<file path="config.mk">
export PLATFORM = sky130hd
export DESIGN_NAME = acc16_core
export DESIGN_NICKNAME = d
export VERILOG_FILES = /design/src/rtl/acc16_pkg.sv /design/src/rtl/acc16_decode.sv /design/src/rtl/acc16_alu.sv /design/src/rtl/acc16_pc.sv /design/src/rtl/acc16_core.sv
export SDC_FILE = /design/constraint.sdc
export NUM_CORES = 1
export LEC_CHECK = 0
export BUFFER_PORTS_ARGS = -buffer_cell sky130_fd_sc_hd__buf_4
export CAP_MARGIN = 20
export CORE_MARGIN = 5
export CORE_UTILIZATION = 52
export DETAILED_ROUTE_END_ITERATION = 6
export HOLD_SLACK_MARGIN = 0.02
export PLACE_DENSITY = 0.76
export SYNTH_ARGS = -nofsm -noshare
export SYNTH_HDL_FRONTEND = slang
export SYNTH_HIERARCHICAL = 1
export SYNTH_SLANG_ARGS = --single-unit
export TNS_END_PERCENT = 50
</file>
<file path="constraint.sdc">
create_clock -name clk -period 5.55 [get_ports clk]
set_input_delay 0.555 -clock clk [delete_from_list [all_inputs] [get_ports clk]]
set_output_delay 0.555 -clock clk [all_outputs]
set_load 0.005 [all_outputs]
</file>
<file path="src/rtl/acc16_pkg.sv">
package acc16_pkg;
   // field positions in a compute-type word (low 13 bits)
   localparam int YSEL_BIT  = 12;
   localparam int ZX_BIT    = 11;
   localparam int NX_BIT    = 10;
   localparam int ZY_BIT    = 9;
   localparam int NY_BIT    = 8;
   localparam int ADD_BIT   = 7;
   localparam int NO_BIT    = 6;
   localparam int DST_A_BIT = 5;
   localparam int DST_D_BIT = 4;
   localparam int DST_M_BIT = 3;
   localparam int J_LT_BIT  = 2;
   localparam int J_EQ_BIT  = 1;
   localparam int J_GT_BIT  = 0;
   localparam int FIELD_W   = 13;

   typedef struct packed {
      logic is_comp;
      logic y_mem;
      logic zx;
      logic nx;
      logic zy;
      logic ny;
      logic f_add;
      logic neg_out;
      logic ld_a;
      logic ld_d;
      logic st_m;
      logic j_lt;
      logic j_eq;
      logic j_gt;
   } ctrl_t;
endpackage

</file>
<file path="src/rtl/acc16_decode.sv">
module acc16_decode
   import acc16_pkg::*;
(
   input  logic               type_bit,
   input  logic [FIELD_W-1:0] fields,
   output ctrl_t              ctrl
);
   always_comb begin
      ctrl.is_comp = type_bit;
      // ALU controls are never qualified: out_m follows the ALU always
      ctrl.y_mem   = fields[YSEL_BIT];
      ctrl.zx      = fields[ZX_BIT];
      ctrl.nx      = fields[NX_BIT];
      ctrl.zy      = fields[ZY_BIT];
      ctrl.ny      = fields[NY_BIT];
      ctrl.f_add   = fields[ADD_BIT];
      ctrl.neg_out = fields[NO_BIT];
      // anything that changes state is qualified by the type bit
      ctrl.ld_a    = !type_bit || fields[DST_A_BIT];
      ctrl.ld_d    = type_bit && fields[DST_D_BIT];
      ctrl.st_m    = type_bit && fields[DST_M_BIT];
      ctrl.j_lt    = type_bit && fields[J_LT_BIT];
      ctrl.j_eq    = type_bit && fields[J_EQ_BIT];
      ctrl.j_gt    = type_bit && fields[J_GT_BIT];
   end
endmodule

</file>
<file path="src/rtl/acc16_alu.sv">
module acc16_alu #(
   parameter int DATA_W = 16
) (
   input  logic [DATA_W-1:0] x_in,
   input  logic [DATA_W-1:0] y_in,
   input  logic              zx,
   input  logic              nx,
   input  logic              zy,
   input  logic              ny,
   input  logic              f_add,
   input  logic              neg_out,
   output logic [DATA_W-1:0] res,
   output logic              zr,
   output logic              ng
);
   logic [DATA_W-1:0] xz, xp, yz, yp, raw;

   always_comb begin
      xz  = zx ? '0 : x_in;
      xp  = nx ? ~xz : xz;
      yz  = zy ? '0 : y_in;
      yp  = ny ? ~yz : yz;
      raw = f_add ? (xp + yp) : (xp & yp);
      res = neg_out ? ~raw : raw;
   end

   assign zr = (res == '0);
   assign ng = res[DATA_W-1];
endmodule

</file>
<file path="src/rtl/acc16_pc.sv">
module acc16_pc #(
   parameter int ADDR_W = 15
) (
   input  logic              clk,
   input  logic              rst,
   input  logic              j_lt,
   input  logic              j_eq,
   input  logic              j_gt,
   input  logic              zr,
   input  logic              ng,
   input  logic [ADDR_W-1:0] target,
   output logic [ADDR_W-1:0] pc
);
   logic              taken;
   logic [ADDR_W-1:0] pc_q;

   assign taken = (j_lt && ng) || (j_eq && zr) || (j_gt && !ng && !zr);

   always_ff @(posedge clk) begin
      if (rst)        pc_q <= '0;
      else if (taken) pc_q <= target;
      else            pc_q <= pc_q + ADDR_W'(1);
   end

   assign pc = pc_q;
endmodule

</file>
<file path="src/rtl/acc16_core.sv">
module acc16_core
   import acc16_pkg::*;
#(
   parameter int DATA_W = 16,
   parameter int ADDR_W = 15
) (
   input  logic              clk,
   input  logic              rst,
   input  logic [DATA_W-1:0] instr,
   input  logic [DATA_W-1:0] in_m,
   output logic [DATA_W-1:0] out_m,
   output logic [ADDR_W-1:0] addr_m,
   output logic              wr_m,
   output logic [ADDR_W-1:0] pc
);
   localparam int TYPE_BIT = DATA_W - 1;

   initial begin
      if (DATA_W < FIELD_W + 1)
         $fatal(1, "acc16_core: DATA_W too small for the instruction fields");
      if (ADDR_W > DATA_W - 1)
         $fatal(1, "acc16_core: ADDR_W must leave the type bit out of A");
   end

   ctrl_t             ctrl;
   logic [DATA_W-1:0] a_q, d_q, y_src, alu_res;
   logic              alu_zr, alu_ng;

   acc16_decode u_dec (
      .type_bit (instr[TYPE_BIT]),
      .fields   (instr[FIELD_W-1:0]),
      .ctrl     (ctrl)
   );

   assign y_src = ctrl.y_mem ? in_m : a_q;

   acc16_alu #(.DATA_W(DATA_W)) u_alu (
      .x_in    (d_q),
      .y_in    (y_src),
      .zx      (ctrl.zx),
      .nx      (ctrl.nx),
      .zy      (ctrl.zy),
      .ny      (ctrl.ny),
      .f_add   (ctrl.f_add),
      .neg_out (ctrl.neg_out),
      .res     (alu_res),
      .zr      (alu_zr),
      .ng      (alu_ng)
   );

   always_ff @(posedge clk) begin
      if (rst) begin
         a_q <= '0;
         d_q <= '0;
      end else begin
         if (ctrl.ld_a) a_q <= ctrl.is_comp ? alu_res : instr;
         if (ctrl.ld_d) d_q <= alu_res;
      end
   end

   acc16_pc #(.ADDR_W(ADDR_W)) u_pc (
      .clk    (clk),
      .rst    (rst),
      .j_lt   (ctrl.j_lt),
      .j_eq   (ctrl.j_eq),
      .j_gt   (ctrl.j_gt),
      .zr     (alu_zr),
      .ng     (alu_ng),
      .target (a_q[ADDR_W-1:0]),
      .pc     (pc)
   );

   assign out_m  = alu_res;
   assign addr_m = a_q[ADDR_W-1:0];
   assign wr_m   = ctrl.st_m;
endmodule

</file>
==> results_dict.tcl, run 1 <==
set metrics [dict create \
    htree_levels 2 \
    synth_enable_flop_cells 0 \
    coreArea_um2 8260 \
    synth_cell_types 70 \
    post-cts-setup-buffer-count 0 \
    leakage_nw 2.03 \
    setup_viol 0 \
    vias 3918 \
    initial_utilization_pct 53.5 \
    grt_max_degree 48 \
    ff_latch_area_um2 941 \
    io_buffers 80 \
    cp-end-kind "flip-flop" \
    antenna_found_initial 0 \
    cp.arrival_ns 5.08 \
    finalWeightedCongestion 0.913 \
    syn_to_final_growth_pct 12.3 \
    startpoint_type "input port" \
    synthAdderAreaFrac_pct 5.26 \
    syn_area_um2 4420 \
    cts_hold_buf 0 \
    ctsResizeCount 0 \
    num_rows 33 \
    final_cells 665 \
    dieWidth_um 102 \
    worstSetupPathType "input port to flip-flop" \
    firstDrtPassIters 4 \
    first_iter_violations 191 \
    tightest_slew_ns 1.01 \
    fin_tns_setup_ns 0 \
    synth-xor-area-share_pct 11.9 \
    place_inst 656 \
    routed_wl_mm 11.0 \
    synth_warnings 6 \
    worstPathCellList "buf_4 > mux2_2 > nand2b_1 > xnor2_1 > ha_1 > fa_1 > a21o_2 > a211oi_1 > o22ai_1 > or4_1 > mux2i_1 > o2111ai_1 > a2111oi_2 > nor3b_2 > a221oi_4 > buf_12 > mux2i_1 > nor2_1" \
    place_ws_ns 0.366 \
    viasPerCell 5.89 \
    syn_inst 524 \
    crit_top_cell "mux2i_1" \
    synth_seq_cells 47 \
    synthSimpleGateAreaFrac_pct 22.2 \
    ys_top_cells_by_area "dfxtp_1 21%, xnor2_1 9.7%, mux2i_1 8.8%" \
    n_antenna_cell 0 \
    ant_nets 0 \
    seq_area_frac_synth_pct 21.3 \
    final_nets 611 \
    fmax_mhz 204 \
    nFillCells 750 \
    synth_compound_area_share_pct 17.6 \
    syn_area_per_cell_um2 8.44 \
    cts_max_path_buffers 2 \
    track_usage_pct 20.8 \
    synth-async-reset-ratio_pct 0 \
    fin_ws_ns 0.639 \
    routedWlPerCell_um 16.6 \
    slew_viol_final 0 \
    hold_path_class "flip-flop to flip-flop" \
    die-area_um2 10400 \
    die_h_um 102 \
    dpl.hpwl_mm 8.52 \
    drv_cap 0 \
    grt_pass1_wl_mm 17.7 \
    crit_fanout 28 \
    clkSlewWorstSetupHoldPaths_ns 0.09 \
    worstPathRequired_ns 5.72 \
    root_buffer "clkbuf_8" \
    place_area_um2 4840 \
    synthMuxAreaShare_pct 12.9 \
    cts_tree "yes" \
    hold_ws_ns 0.502 \
    drive_gt1_share_pct 23.2 \
    syn-num-nets 576 \
    numCtsBuffers 5 \
    peakVddDrop_mv 0.107 \
    critical_path.slowest_cell "or4_1" \
    fin_total_pwr_mw 1.36 \
    grt_pass1_vias 3579 \
    post-route-util_pct 60.1 \
    grt_setup_unrepaired "false" \
    power.density_nw_per_um2 273 \
    io_pins 81 \
    clock_skew_ns 0.00698 \
    finalInstanceArea_um2 4960 \
    cts.sinks 47 \
    fin_crit_sh_pct 88.5 \
    min_period_ns 4.91 \
    hold_violations 0 \
    multi_input_comb_area_um2 3090 \
    yosysTopAreaCell "dfxtp_1" \
    synth_ff_type "dfxtp_1" \
    synth_top_family_by_area "simple AND/OR/NAND/NOR gates" \
    yosysTopAreaCellShare_pct 21.3 \
    grt-ovfl-total 0 \
    max_stage_delay_ns 0.52 \
    drc 0 \
    status "finished clean" \
    relSlewSlack_pct 32.9 \
    insertion_delay_ns 0.30 \
]
routing by layer:
layer | track usage [%] | up-vias | share of wire [%] | routed length, µm
met2 | 35.7 | 115 | 48 | 5240
met4 | 4.84 | 0 | 1.4 | 155
met3 | 2.59 | 13 | 5.9 | 649
li1 | - | 1930 | - | -
met5 | 0 | - | 0 | 0
met1 | 27.9 | 1860 | 45 | 4970
area by class of cell:
cell class | count | area share (%)
Timing Repair Buffer | 84 | 13.4
Clock buffer | 6 | 1.66
Sequential cell | 47 | 19.0
Clock inverter | 2 | 0.328
Inverter | 11 | 0.832
Multi-Input combinational cell | 410 | 62.2
Tap cell | 105 | 2.65
critical path: cells and delay by family:
kind                     cells  cell delay [ns]
AO/OA/AOI/OAI                6             1.74
adder cells (fa/ha/maj)      2             0.68
buffers and inverters        2             0.43
XOR/XNOR                     1             0.07
multiplexers                 3             0.79
AND/OR/NAND/NOR              4             0.79
kinds of logic after synthesis:
| kind of cell | count (synthesis) |
|---|---|
| simple gates | 186 |
| compound gates | 91 |
| buf+inv | 67 |
| xor+xnor | 60 |
| mux | 55 |
| flops | 47 |
| fa+ha+maj | 18 |
power breakdown:
group,leakage (nW),switching [mW],total (mW),internal [mW]
clock,0.0474,0.118,0.220,0.102
sequential,0.388,0.0443,0.427,0.383
combinational,1.59,0.373,0.709,0.336
state kept, by name, summed over array words and instances (netlist names):
name	count
u_pc/pc	15
d_q	16
a_q	16
synth_stat cells, drive strengths merged, types with 4 or more instances:
library cell and instances:
nand3 17, a211oi 35, nor2 61, mux2i 39, and4 5, o21a 4, nand4 8, nand2 15
or3 5, and3 9, a21o 5, o211ai 4, clkbuf 16, buf 40, dfxtp 47, ha 17
a21oi 8, xnor2 49, nand2b 36, and2 7, o21ai 8, xor2 11, a2111oi 5, inv 10
nor3 6, nor4 4, or4 6, mux2 16
path summary, 6_finish.rpt:
kind	start	endpoint	slack, ns	cells after the start
min reg2reg	a_q[15]	a_q[15]	0.50	2
max reg2reg	a_q[0]	u_pc/pc[1]	0.86	17
min	a_q[15]	a_q[15]	0.50	2
max	instr[12]	u_pc/pc[1]	0.64	18
placed cells by master (no fill, tap or decap), types with 6 or more instances in the layout:
| cell type | netlist | final |
|---|---|---|
| buf_4 | 25 | 82 |
| nor2_1 | 61 | 61 |
| xnor2_1 | 49 | 49 |
| dfxtp_1 | 47 | 47 |
| mux2i_1 | 39 | 39 |
| nand2b_1 | 36 | 36 |
| a211oi_1 | 27 | 27 |
| nand3_1 | 17 | 17 |
| ha_1 | 17 | 17 |
| mux2_2 | 16 | 16 |
| nand2_1 | 15 | 15 |
| xor2_1 | 11 | 11 |
| and3_1 | 9 | 9 |
| inv_1 | 9 | 9 |
| a211oi_2 | 8 | 8 |
| nand4_1 | 8 | 8 |
| and2_1 | 7 | 7 |
| a21oi_1 | 7 | 7 |
| clkbuf_8 | 0 | 6 |
| nor3_1 | 6 | 6 |
No activity file was read; power rests on OpenSTA's default activity.
==> run 2: changes to the inputs <==
Settings changed: PLACE_DENSITY 0.76 to not set, PLACE_DENSITY_LB_ADDON set to 0.3.
==> run 2 against run 1 <==
Setup slack better by 0.025 ns. Sequential cell count stayed put. Register-to-register slack hardly changed. Critical path type unchanged. Critical endpoint is now u_pc/pc[3]. Highest routed layer unchanged.
==> results_dict.tcl, run 2 (synthesized netlist as in run 1, its figures left out) <==
set metrics [dict create \
    finalInstanceArea_um2 4980 \
    worstPathCellList "buf_4 > mux2_2 > nand2b_1 > xnor2_1 > ha_1 > a211oi_2 > o211ai_2 > a2111oi_4 > a2111oi_1 > or4_4 > or3_1 > a2111oi_2 > nor3b_2 > a221oi_4 > buf_12 > nor2_1 > a211oi_1" \
    fmax_mhz 205 \
    tightest_slew_ns 1.05 \
    hold_violations 0 \
    root_buffer "clkbuf_8" \
    nFillCells 744 \
    die_h_um 102 \
    power.density_nw_per_um2 288 \
    status "finished clean" \
    hold_depth 2 \
    htree_levels 2 \
    clkSlewWorstSetupHoldPaths_ns 0.09 \
    reg2reg_slack_ns 0.86 \
    grt_pass1_wl_mm 18.5 \
    finalWeightedCongestion 0.910 \
    rr_startpoint "a_q[1]" \
    die-area_um2 10400 \
    dieWidth_um 102 \
    ant_nets 0 \
    grt_setup_unrepaired "false" \
    cp_num_cells 17 \
    cp.arrival_ns 5.09 \
    vias 3882 \
    hold_end "d_q[5]" \
    cts_max_path_buffers 2 \
    viasPerCell 5.84 \
    grt_pass1_vias 3700 \
    grt-ovfl-total 0 \
    crit_buf_inv 2 \
    routedWlPerCell_um 17.2 \
    fin_tns_setup_ns 0 \
    slew_viol_final 0 \
    first_iter_violations 266 \
    crit_fanout 28 \
    max_stage_delay_ns 0.60 \
    syn_to_final_growth_pct 12.7 \
    worstPathRequired_ns 5.76 \
    layout_common_cells "82 x buf_4, 61 x nor2_1, 49 x xnor2_1, 47 x dfxtp_1, 39 x mux2i_1" \
    mostFrequentLayoutCell "buf_4" \
    firstDrtPassIters 5 \
    worstSetupPathType "input port to flip-flop" \
    place_inst 656 \
    final_nets 611 \
    cts.sinks 47 \
    cp-end-kind "flip-flop" \
    drive_gt1_share_pct 23.0 \
    post-cts-setup-buffer-count 0 \
    insertion_delay_ns 0.30 \
    num_rows 33 \
    r2r-end "u_pc/pc[3]" \
    place_area_um2 4840 \
    io_pins 81 \
    cts_tree "yes" \
    hold_start "d_q[5]" \
    dpl.hpwl_mm 8.55 \
    routed_wl_mm 11.4 \
    track_usage_pct 21.8 \
    fin_crit_sh_pct 88.0 \
    crit_family "compound AO/OA/AOI/OAI gates" \
    coreArea_um2 8260 \
    drv_cap 0 \
    hold_path_class "flip-flop to flip-flop" \
    io_buffers 80 \
    antenna_found_initial 0 \
    n_antenna_cell 0 \
    drc 0 \
    numCtsBuffers 5 \
    critical_path.slowest_cell "or4_4" \
    relSlewSlack_pct 29.9 \
    setup_viol 0 \
    min_period_ns 4.89 \
    leakage_nw 2.04 \
    clock_skew_ns 0.00848 \
    r2r_cells 16 \
    final_cells 665 \
    initial_utilization_pct 53.5 \
    ctsResizeCount 0 \
    cts_hold_buf 0 \
    peakVddDrop_mv 0.159 \
    grt_max_degree 48 \
    startpoint_type "input port" \
]
-- run 2: worst max path at each step --
| stage | startpoint | endpoint | slack, ns |
|---|---|---|---|
| floorplan | instr[8] | u_pc/pc[4] | 0.35 |
| global placement | instr[12] | u_pc/pc[1] | 0.46 |
| detailed placement | instr[12] | u_pc/pc[1] | 0.38 |
| CTS | instr[12] | u_pc/pc[1] | 0.69 |
| global route | instr[12] | u_pc/pc[13] | 0.42 |
| finish | instr[12] | u_pc/pc[3] | 0.66 |
-- run 2: through the flow --
step	hold slack (ns)	util, %	total power, mW	worst slack [ns]
3_3_place_gp	0.476	58.6	1.12	0.457
4_1_cts	0.501	60.2	1.44	0.695
3_5_place_dp	0.482	58.6	1.13	0.381
2_1_floorplan	0.461	-	0.920	0.349
6_report	0.500	60.3	1.44	0.664
5_1_grt	0.532	60.3	1.53	0.417
-- run 2: where the power goes --
group          switching [mW]  total, mW  leakage (nW)  internal (mW)
registers              0.0444      0.427         0.388          0.383
clock network           0.117      0.298        0.0654          0.180
logic                   0.377      0.711          1.59          0.335
-- run 2: tightest hold or removal path, delay by kind of cell (launching register included) --
kind / cells / cell delay [ns]
multiplexers: 1 / 0.06
flip-flops: 1 / 0.34
AND/OR/NAND/NOR: 1 / 0.07
-- run 2: final cells by class --
class                   instances  area [µm²]  share of cell area [%]
multi-input cells             410        3090                    61.9
flip-flops and latches         47         941                    18.9
repair buffers                 84         651                    13.1
well taps                     105         131                    2.64
clock buffers                   6        72.6                    1.46
clock inverters                 2        60.1                    1.21
inverters                      11        41.3                   0.829
-- run 2: layer usage --
layer  routed length [µm]  GRT usage [%]
met2                 5430           36.9
met3                  598           2.18
met1                 5170           29.7
met4                  249           6.05
met5                    0              0
==> run 3: changes to the inputs <==
Settings changed: BUFFER_PORTS_ARGS -buffer_cell sky130_fd_sc_hd__buf_4 to -buffer_cell sky130_fd_sc_hd__buf_2.
==> run 3 against run 2 <==
Global-route usage shrank 0.39 points. Clock power down 12%. Non-clock buffer count up 5. Utilization is 2.3 points lower. Critical path type unchanged. Largest power group unchanged.
==> results_dict.tcl, run 3 (synthesized netlist as in run 1, its figures left out) <==
set metrics [dict create \
    num_rows 33 \
    syn_to_final_growth_pct 8.38 \
    io_pins 81 \
    hold_violations 0 \
    numCtsBuffers 5 \
    worstPathRequired_ns 5.71 \
    grt_setup_unrepaired "false" \
    die-area_um2 10400 \
    cp-end-kind "flip-flop" \
    dieWidth_um 102 \
    initial_utilization_pct 53.5 \
    clkSlewWorstSetupHoldPaths_ns 0.10 \
    first_iter_violations 235 \
    slew_viol_final 0 \
    mostFrequentLayoutCell "buf_2" \
    root_buffer "clkbuf_8" \
    tightest_slew_ns 1.01 \
    coreArea_um2 8260 \
    cts_hold_buf 0 \
    cts_max_path_buffers 2 \
    routed_wl_mm 11.4 \
    peakVddDrop_mv 0.128 \
    worstSetupPathType "input port to flip-flop" \
    min_period_ns 5.08 \
    crit_fanout 28 \
    grt_pass1_vias 3618 \
    finalWeightedCongestion 0.894 \
    switching_share_pct 40.0 \
    hold_path_class "flip-flop to flip-flop" \
    track_usage_pct 21.5 \
    status "finished clean" \
    final_nets 616 \
    ctsResizeCount 0 \
    htree_levels 2 \
    fmax_mhz 197 \
    die_h_um 102 \
    intPower_mw 0.814 \
    drv_cap 0 \
    cts_tree "yes" \
    insertion_delay_ns 0.30 \
    setup_viol 0 \
    drive_gt1_share_pct 23.9 \
    cts.sinks 47 \
    leakage_nw 2.00 \
    layout_common_cells "80 x buf_2, 61 x nor2_1, 49 x xnor2_1, 47 x dfxtp_1, 39 x mux2i_1" \
    ant_nets 0 \
    grt-ovfl-total 0 \
    post-cts-setup-buffer-count 0 \
    hold_ws_ns 0.501 \
    grt_pass1_wl_mm 18.1 \
    routedWlPerCell_um 17.1 \
    dpl.hpwl_mm 8.60 \
    clock_power_share_pct 19.3 \
    clock_skew_ns 0.00908 \
    relSlewSlack_pct 32.6 \
    viasPerCell 5.84 \
    cp.arrival_ns 5.25 \
    n_antenna_cell 0 \
    seq_power_share_pct 31.3 \
    vias 3911 \
    switchingPower_mw 0.542 \
    io_buffers 80 \
    power.density_nw_per_um2 283 \
    fin_crit_sh_pct 91.6 \
    drc 0 \
    p_comb_share_pct 49.4 \
    fin_tns_setup_ns 0 \
    grt_max_degree 48 \
    firstDrtPassIters 5 \
    startpoint_type "input port" \
    antenna_found_initial 0 \
]
## run 3: metal layers
metal	vias to the layer above	share of wire, %	track usage, %
met5	-	0	0
met4	0	1.8	5.75
met3	16	5.0	1.91
met2	126	48	36.3
met1	1836	46	29.3
li1	1933	-	-
## run 3: stage by stage
| step | total power, mW | util, % | cells | instance area, µm² | worst slack [ns] |
|---|---|---|---|---|---|
| CTS | 1.35 | 57.8 | 669 | 4780 | 0.508 |
| global placement | 1.07 | 56.4 | 661 | 4660 | 0.352 |
| detailed placement | 1.09 | 56.4 | 661 | 4660 | 0.199 |
| finish | 1.36 | 58.0 | 670 | 4790 | 0.467 |
| global route | 1.44 | 58.0 | 670 | 4790 | 0.180 |
| floorplan | 0.920 | - | 524 | 4420 | 0.349 |
## run 3: worst paths after layout
| kind | endpoint | startpoint | cells past startpoint | slack, ns |
|---|---|---|---|---|
| max | u_pc/pc[1] | instr[12] | 18 | 0.47 |
| min | a_q[15] | a_q[15] | 2 | 0.50 |
| max reg2reg | u_pc/pc[1] | a_q[0] | 17 | 0.70 |
| min reg2reg | a_q[15] | a_q[15] | 2 | 0.50 |
## run 3: power groups by stage
stage,clock [mW],sequential (mW),combinational [mW]
after global placement,0,0.430,0.643
after CTS,0.266,0.425,0.662
after detailed placement,0,0.432,0.658
after global routing,0.280,0.433,0.731
final,0.262,0.425,0.670
after floorplan,0,0.424,0.495
## run 3: cell type report
| class | count | area (µm²) |
|---|---|---|
| inverter | 11 | 41.3 |
| fill | 766 | 3470 |
| clock buffer | 5 | 68.8 |
| multi-input combinational | 410 | 3090 |
| clock inverter | 3 | 46.3 |
| sequential | 47 | 941 |
| tap | 105 | 131 |
| timing repair buffer | 89 | 475 |
## run 3: worst max-delay path: stages
cell       delay (ns)
buf_2            0.23
mux2_2           0.37
nand2b_1         0.09
xnor2_1          0.07
ha_1             0.26
fa_1             0.45
a21o_2           0.24
a2111oi_2        0.47
a211oi_1         0.21
or4_1            0.57
nand3_1          0.16
nand4_1          0.13
a2111oi_2        0.49
nor3b_2          0.11
a221oi_4         0.20
buf_4            0.34
mux2i_1          0.23
nor2_1           0.05
